--- config.mk ---
export PLATFORM = sky130hd
export DESIGN_NAME = feac_ctrl
export DESIGN_NICKNAME = d
export VERILOG_FILES = /design/src/rtl/feac_pkg.sv /design/src/rtl/feac_tx.sv /design/src/rtl/feac_rx.sv /design/src/rtl/feac_fifo.sv /design/src/rtl/feac_ctrl.sv
export SDC_FILE = /design/constraint.sdc
export NUM_CORES = 1
export LEC_CHECK = 0
export BUFFER_PORTS_ARGS = -buffer_cell sky130_fd_sc_hd__buf_2
export CAP_MARGIN = 20
export CORE_MARGIN = 2
export CORE_UTILIZATION = 38
export DETAILED_ROUTE_END_ITERATION = 8
export PLACE_DENSITY_LB_ADDON = 0.2
export SETUP_SLACK_MARGIN = 0.15
export SYNTH_ARGS = -nofsm -noshare
export SYNTH_HDL_FRONTEND = slang
export SYNTH_SLANG_ARGS = --single-unit
export TNS_END_PERCENT = 20
--- constraint.sdc ---
create_clock -name clk -period 18.3 [get_ports clk]
set_input_delay 0.915 -clock clk [delete_from_list [all_inputs] [get_ports clk]]
set_output_delay 0.915 -clock clk [all_outputs]
set_load 0.1 [all_outputs]
--- src/rtl/feac_pkg.sv ---
package feac_pkg;
  localparam int CODE_W = 6;
  localparam int WORD_W = 16;

  typedef enum logic [1:0] {
    TXM_ONCE = 2'd0,
    TXM_LOOP = 2'd1,
    TXM_PAIR = 2'd2
  } txm_e;

  // Codeword as sent MSB first: 0, code, 0, eight ones
  function automatic logic [WORD_W-1:0] feac_word(input logic [CODE_W-1:0] code);
    return {1'b0, code, 1'b0, 8'hFF};
  endfunction

  // True when a 16-bit window (oldest bit in MSB) holds a codeword
  function automatic logic feac_is_word(input logic [WORD_W-1:0] win);
    return (win[15] == 1'b0) && (win[8] == 1'b0) && (win[7:0] == 8'hFF);
  endfunction

  function automatic logic [CODE_W-1:0] feac_field(input logic [WORD_W-1:0] win);
    return win[14:9];
  endfunction
endpackage

--- src/rtl/feac_tx.sv ---
module feac_tx
  import feac_pkg::*;
#(
  parameter int REPS = 10
) (
  input  logic              clk,
  input  logic              rst_n,
  input  logic              adv,
  input  logic              enable,
  input  logic              start,
  input  logic [1:0]        mode,
  input  logic [CODE_W-1:0] code_a,
  input  logic [CODE_W-1:0] code_b,
  output logic              raw_bit,
  output logic              busy
);
  localparam int BW = $clog2(WORD_W);
  localparam int RW = (REPS > 1) ? $clog2(REPS) : 1;

  logic              active;
  logic [1:0]        mode_q;
  logic [CODE_W-1:0] a_q, b_q;
  logic              phase_b;
  logic [RW-1:0]     rep;
  logic [BW-1:0]     bcnt;
  logic [WORD_W-1:0] word;
  logic [BW-1:0]     idx;
  logic              start_ok;
  logic              word_end;

  assign word     = feac_word(phase_b ? b_q : a_q);
  assign idx      = BW'(WORD_W - 1) - bcnt;
  assign raw_bit  = active ? word[idx] : 1'b1;
  assign busy     = active;
  assign start_ok = start && enable && !active;
  assign word_end = adv && active && (bcnt == BW'(WORD_W - 1));

  always_ff @(posedge clk) begin
    if (!rst_n) begin
      active  <= 1'b0;
      mode_q  <= 2'd0;
      a_q     <= '0;
      b_q     <= '0;
      phase_b <= 1'b0;
      rep     <= '0;
      bcnt    <= '0;
    end else if (start_ok) begin
      active  <= 1'b1;
      mode_q  <= mode;
      a_q     <= code_a;
      b_q     <= code_b;
      phase_b <= 1'b0;
      rep     <= '0;
      bcnt    <= '0;
    end else if (adv && active) begin
      bcnt <= bcnt + BW'(1);
      if (word_end) begin
        case (mode_q)
          TXM_LOOP: if (mode != TXM_LOOP) active <= 1'b0;
          TXM_PAIR: begin
            if (rep == RW'(REPS - 1)) begin
              rep <= '0;
              if (phase_b) active <= 1'b0;
              else phase_b <= 1'b1;
            end else begin
              rep <= rep + RW'(1);
            end
          end
          default: active <= 1'b0;
        endcase
      end
    end
  end


  once_stops_chk: assert property (@(posedge clk) disable iff (!rst_n)
    (word_end && (mode_q == TXM_ONCE)) |=> !busy);

  busy_start_ignored_chk: assert property (@(posedge clk) disable iff (!rst_n)
    (active && start) |=> ($stable(a_q) && $stable(b_q) && $stable(mode_q)));

  idle_ones_chk: assert property (@(posedge clk) disable iff (!rst_n)
    (!busy) |-> raw_bit);
endmodule

--- src/rtl/feac_rx.sv ---
module feac_rx
  import feac_pkg::*;
#(
  parameter int WIN  = 10,
  parameter int HITS = 8
) (
  input  logic              clk,
  input  logic              rst_n,
  input  logic              adv,
  input  logic              rx_bit,
  output logic              push,
  output logic [CODE_W-1:0] push_code
);
  localparam int HW = WIN - 1;
  localparam int CW = $clog2(WIN + 1);

  logic [WORD_W-1:0] sr;
  logic              adv_q;
  logic              cw_hit;
  logic              gap;
  logic [CODE_W-1:0] new_code;
  logic [CODE_W-1:0] hist_code [HW];
  logic [HW-1:0]     hist_vld;
  logic [CW-1:0]     hits;
  logic              confirmed;
  logic [CODE_W-1:0] last_code;
  logic              have_last;

  assign cw_hit   = adv_q && feac_is_word(sr);
  assign gap      = adv_q && (sr == '1);
  assign new_code = feac_field(sr);

  always_ff @(posedge clk) begin
    if (!rst_n) begin
      sr    <= '1;
      adv_q <= 1'b0;
    end else begin
      adv_q <= adv;
      if (adv) sr <= {sr[WORD_W-2:0], rx_bit};
    end
  end

  for (genvar g = 0; g < HW; g++) begin : g_hist
    always_ff @(posedge clk) begin
      if (!rst_n || gap) begin
        hist_vld[g]  <= 1'b0;
        hist_code[g] <= '0;
      end else if (cw_hit) begin
        if (g == 0) begin
          hist_vld[g]  <= 1'b1;
          hist_code[g] <= new_code;
        end else begin
          hist_vld[g]  <= hist_vld[g-1];
          hist_code[g] <= hist_code[g-1];
        end
      end
    end
  end

  always_comb begin
    hits = CW'(1);
    for (int i = 0; i < HW; i++)
      if (hist_vld[i] && (hist_code[i] == new_code)) hits = hits + CW'(1);
  end

  assign confirmed = cw_hit && (hits >= CW'(HITS));
  assign push      = confirmed && (!have_last || (new_code != last_code));
  assign push_code = new_code;

  always_ff @(posedge clk) begin
    if (!rst_n || gap) begin
      have_last <= 1'b0;
      last_code <= '0;
    end else if (push) begin
      have_last <= 1'b1;
      last_code <= new_code;
    end
  end


  push_on_word_chk: assert property (@(posedge clk) disable iff (!rst_n)
    push |-> (cw_hit && !gap));

  last_code_track_chk: assert property (@(posedge clk) disable iff (!rst_n)
    push |=> (have_last && (last_code == $past(new_code))));

  gap_forgets_chk: assert property (@(posedge clk) disable iff (!rst_n)
    gap |=> !have_last);
endmodule

--- src/rtl/feac_fifo.sv ---
module feac_fifo #(
  parameter int DEPTH = 4,
  parameter int W     = 6
) (
  input  logic         clk,
  input  logic         rst_n,
  input  logic         wr,
  input  logic [W-1:0] wdata,
  input  logic         rd,
  input  logic         ovf_clr,
  output logic [W-1:0] head,
  output logic         nempty,
  output logic         ovf
);
  localparam int AW = (DEPTH > 1) ? $clog2(DEPTH) : 1;
  localparam int NW = $clog2(DEPTH + 1);

  logic [W-1:0]  mem [DEPTH];
  logic [AW-1:0] wp, rp;
  logic [NW-1:0] cnt;
  logic          full, do_wr, do_rd;

  assign full   = (cnt == NW'(DEPTH));
  assign nempty = (cnt != '0);
  assign do_wr  = wr && !full;
  assign do_rd  = rd && nempty;
  assign head   = mem[rp];

  function automatic logic [AW-1:0] ptr_inc(input logic [AW-1:0] p);
    return (p == AW'(DEPTH - 1)) ? '0 : p + AW'(1);
  endfunction

  always_ff @(posedge clk) begin
    if (!rst_n) begin
      wp  <= '0;
      rp  <= '0;
      cnt <= '0;
      ovf <= 1'b0;
      for (int i = 0; i < DEPTH; i++) mem[i] <= '0;
    end else begin
      if (do_wr) begin
        mem[wp] <= wdata;
        wp      <= ptr_inc(wp);
      end
      if (do_rd) rp <= ptr_inc(rp);
      cnt <= cnt + NW'(do_wr) - NW'(do_rd);
      if (wr && full) ovf <= 1'b1;
      else if (ovf_clr) ovf <= 1'b0;
    end
  end


  fifo_drop_flags_chk: assert property (@(posedge clk) disable iff (!rst_n)
    (wr && full) |=> ovf);

  count_bound_chk: assert property (@(posedge clk) disable iff (!rst_n)
    cnt <= NW'(DEPTH));

  empty_pop_chk: assert property (@(posedge clk) disable iff (!rst_n)
    (rd && !nempty && !wr) |=> $stable(cnt));
endmodule

--- src/rtl/feac_ctrl.sv ---
module feac_ctrl
  import feac_pkg::*;
#(
  parameter int REPS  = 10,
  parameter int WIN   = 10,
  parameter int HITS  = 8,
  parameter int DEPTH = 4
) (
  input  logic              clk,
  input  logic              rst_n,
  input  logic              cbit_mode,
  input  logic              slot_stb,
  input  logic              tx_start,
  input  logic [1:0]        tx_mode,
  input  logic [CODE_W-1:0] tx_code_a,
  input  logic [CODE_W-1:0] tx_code_b,
  output logic              tx_bit,
  output logic              tx_busy,
  input  logic              rx_bit,
  input  logic              rx_pop,
  output logic [CODE_W-1:0] rx_code,
  output logic              rx_nempty,
  output logic              rx_ovf,
  input  logic              ovf_clr,
  output logic              irq
);
  logic              slot_adv;
  logic              tx_raw;
  logic              rx_push;
  logic [CODE_W-1:0] rx_push_code;

  assign slot_adv = slot_stb && cbit_mode;

  feac_tx #(.REPS(REPS)) u_tx (
    .clk(clk), .rst_n(rst_n), .adv(slot_adv), .enable(cbit_mode),
    .start(tx_start), .mode(tx_mode), .code_a(tx_code_a), .code_b(tx_code_b),
    .raw_bit(tx_raw), .busy(tx_busy)
  );

  feac_rx #(.WIN(WIN), .HITS(HITS)) u_rx (
    .clk(clk), .rst_n(rst_n), .adv(slot_adv), .rx_bit(rx_bit),
    .push(rx_push), .push_code(rx_push_code)
  );

  feac_fifo #(.DEPTH(DEPTH), .W(CODE_W)) u_fifo (
    .clk(clk), .rst_n(rst_n), .wr(rx_push), .wdata(rx_push_code),
    .rd(rx_pop), .ovf_clr(ovf_clr), .head(rx_code), .nempty(rx_nempty), .ovf(rx_ovf)
  );

  assign tx_bit = cbit_mode ? tx_raw : 1'b1;
  assign irq    = rx_nempty || rx_ovf;


  no_push_unframed_chk: assert property (@(posedge clk) disable iff (!rst_n)
    (!cbit_mode && $past(!cbit_mode)) |-> !rx_push);

  irq_level_chk: assert property (@(posedge clk) disable iff (!rst_n)
    $rose(rx_ovf) |-> irq);
endmodule

==> metrics.yaml <==
clock_network:
  numCtsBuffers: 17
  clock_sinks: 145
  postCtsSetupRepairBufs: 0
  cts.hold.buffers_added: 0
  clk_pin_slew_ps: 70
  clk_path_buf_depth: 2
  cts_resized: 0
  cts-htree-levels: 4
  cts_tree: "yes"
  clockRootBuffer: "clkbuf_16"
  clk_latency_ps: 430
worst_setup_path:
  crit_path_max_fanout: 24
  rr_startpoint: "u_rx.sr[10]"
  crit_path_start: "u_rx.sr[10]"
  worstPathRequired_ps: 18510
  worst_setup_path_start_kind: "flop"
  endpoint_kind: "flop"
  arrival_ps: 8180
  crit_type: "flop to flop"
run_status:
  outcome: "completed"
yosys:
  synth_area_per_cell_um2: 10.43
  synthesis.area_um2: 7375
  ys_seq_area_share_pct: 49.95
  synth_edf_count: 78
  synth_fp_nets: 743
  synthFlopType: "edfxtp_1"
  netlist_instances: 707
  ys_async_sr_fraction_pct: 0
  yosys_warnings: 0
  synth_cell_types: 61
  ys_ff_latch: 145
power_and_ir_drop:
  seqPwrFrac_pct: 43.8
  power.internal_mw: 0.5830
  leakagePower_nw: 3.224
  peakVddDrop_mv: 0.07897
  p_sw_mw: 0.2811
  switching_share_pct: 32.53
  p_clk_share_pct: 38.7
  p_comb_share_pct: 17.5
  p_per_area_nw_per_um2: 104.3
sta:
  setup_viol: 0
  max_freq_mhz: 125.6
  fin_crit_ps: 7963
  finalHoldViolCount: 0
  finalSetupTns_ps: 0
  clock_skew_ps: 11.38
  finalCritPeriodShare_pct: 43.51
  fin_ws_ps: 10340
  slew_violations: 0
  slew_headroom_pct: 33.39
  tightest_slew_ps: 990.7
  grt_setup_unrepaired: "false"
route:
  num_vias: 5187
  ant_nets: 0
  via_per_inst: 5.229
  routedWlPerCell_um: 15.85
  drt_iter0_drc: 296
  drt_first_pass_iters: 5
  drc: 0
  wl_mm: 15.72
global_route:
  grt_antenna_before_repair: 0
  track_usage_pct: 16.55
  grt_pass1_vias: 5213
  grt_overflow: 0
  grt_max_degree: 67
  grt_first_pass_wirelength_mm: 26.57
placed_design:
  routabilityCongestion: 0.8668
  io_buffers: 32
  dpl.hpwl_mm: 10.72
  pre_cts_ws_ps: 10410
min_path:
  hold_class: "flop to flop"
  holdCritStartpoint: "u_tx.b_q[3]"
floorplanning:
  die_area_um2: 20540
  io_pins: 33
  start_util_pct: 39.03
  die_w_um: 143.3
  core_um2: 18890
  num_rows: 50
  die_h_um: 143.3
finish:
  area_delta_synth_final_pct: 12.33
  drive_gt1_share_pct: 13.39
  fin_nets: 755
  num_antenna_cells: 0
  fillers: 1843
flow_run:
  cap_violations: 0
==> registers in the layout (all words and copies together), names as in the netlist, 2 cells and up, named ones only <==
register,cells
u_fifo.wp,2
u_rx.sr,16
u_fifo.cnt,3
u_tx.b_q,6
u_fifo.rp,2
u_fifo.mem,24
u_tx.bcnt,4
u_rx.hist_code,54
u_tx.rep,4
u_rx.hist_vld,9
u_tx.mode_q,2
u_rx.last_code,6
u_tx.a_q,6
==> cell usage after synthesis (all sizes together) (2+ instances only) <==
master,count,share of area [%]
buf,13,1.2
nand3,20,1.4
fa,2,0.54
a21oi,9,0.61
and2,5,0.42
inv,21,1.1
nor3,19,1.5
dfxtp,67,18
o211ai,8,0.81
nor2,37,1.9
a21boi,17,1.7
o21ai,7,0.48
clkbuf,34,1.7
o2111ai,2,0.24
or2,2,0.17
o41ai,2,0.24
o21a,2,0.20
or3,9,0.76
nor2b,5,0.42
and3,60,5.1
nand2b,3,0.25
a211oi,2,0.20
o31ai,5,0.58
a31oi,2,0.17
xnor2,58,7.3
and4,2,0.24
o31a,4,0.49
xor2,17,2.2
edfxtp,78,32
mux4,8,2.4
nand4,16,1.4
xnor3,2,0.61
nor4,20,1.7
nand2,99,5.1
nor3b,4,0.41
mux2i,22,3.0
ha,12,2.0
==> final cells by class <==
type                            count  area (um^2)  share of cell area, %
Sequential cell                   145         3684                  44.46
Multi-Input combinational cell    494         3407                  41.13
Clock buffer                       17        425.4                  5.135
Tap cell                          260        325.3                  3.927
Timing Repair Buffer               40        215.2                  2.598
Clock inverter                     15        148.9                  1.797
Inverter                           21        78.83                 0.9515
==> power by group through the flow <==
stage	clock, mW	sequential [mW]	combinational (mW)
2_1_floorplan	0	0.376	0.133
3_3_place_gp	0	0.385	0.150
3_5_place_dp	0	0.386	0.152
4_1_cts	0.343	0.379	0.152
5_1_grt	0.357	0.381	0.163
6_report	0.334	0.379	0.151
==> through the flow <==
stage          std cells  hold slack (ps)  instance area [um^2]  total power [mW]  utilization [%]
2_1_floorplan        707            436.4                  7375            0.5093                -
3_3_place_gp         958            453.2                  7700            0.5352            40.76
3_5_place_dp         958            459.2                  7700            0.5374            40.76
4_1_cts              990            469.2                  8274            0.8746            43.79
5_1_grt              992            491.8                  8284            0.9015            43.85
6_report             992            465.5                  8284            0.8641            43.85
==> layout by cell type (no fill, tap or decap), types with 4 or more instances in the layout <==
master | Yosys | final
nor3_1 | 17 | 16
nor3b_1 | 4 | 4
ha_1 | 12 | 12
xnor2_1 | 54 | 54
and2_1 | 5 | 5
nor2_1 | 37 | 37
a21boi_0 | 16 | 16
nand4_1 | 16 | 16
o211ai_1 | 8 | 8
and3_1 | 60 | 60
inv_1 | 20 | 20
o21ai_0 | 7 | 7
o31ai_1 | 4 | 4
nand3_1 | 19 | 19
buf_2 | 5 | 32
a21oi_1 | 9 | 9
nor2b_1 | 5 | 5
mux2i_1 | 22 | 22
edfxtp_1 | 78 | 78
or3_1 | 9 | 9
nand2_1 | 98 | 98
mux4_2 | 8 | 8
xor2_1 | 15 | 15
clkbuf_16 | 0 | 17
xnor2_2 | 4 | 4
inv_8 | 0 | 4
nor4_1 | 20 | 20
buf_4 | 0 | 6
dfxtp_1 | 67 | 67
==> worst max-delay path: stages, from the launching register on <==
cell and delay, ps:
dfxtp_1 820, xnor2_1 200, nand4_1 120, nor3_1 500
fa_1 570, a21boi_1 190, nor2_1 260, ha_1 280
nor4_1 490, o21bai_1 230, inv_1 70, ha_1 270
nor4_1 380, a21oi_1 90, o31a_1 170, ha_1 300
nand2_1 70, nand2_1 90, ha_1 180, xnor3_1 380
or3_1 330, a21bo_1 220, o22ai_1 280, nand4_1 780
nor4_1 460
==> kinds of logic after synthesis <==
logic type,count (synthesis),synth area share [%]
compound gates,67,6.549
flops,145,49.95
buf+inv,68,3.953
fa+ha+maj,14,2.579
simple gates,306,21.41
xor+xnor,77,10.13
mux,30,5.429
==> routing by layer <==
metal	vias up	track usage [%]	routed length, um
met3	35	3.932	626
met5	-	0	0
met4	0	7.276	391
li1	2552	-	-
met1	2496	22.32	7608
met2	104	25.46	7096
==> final timing paths <==
| kind | to | slack, ps | cells after the start |
|---|---|---|---|
| worst min register to register | u_tx.b_q[3] | 470 | 2 |
| worst min-delay path | u_tx.b_q[3] | 470 | 2 |
| worst max register to register | u_fifo.mem[0][3] | 10340 | 24 |
| worst max-delay path | u_fifo.mem[0][3] | 10340 | 24 |
Note: power is estimated with default switching activity, not from simulation.
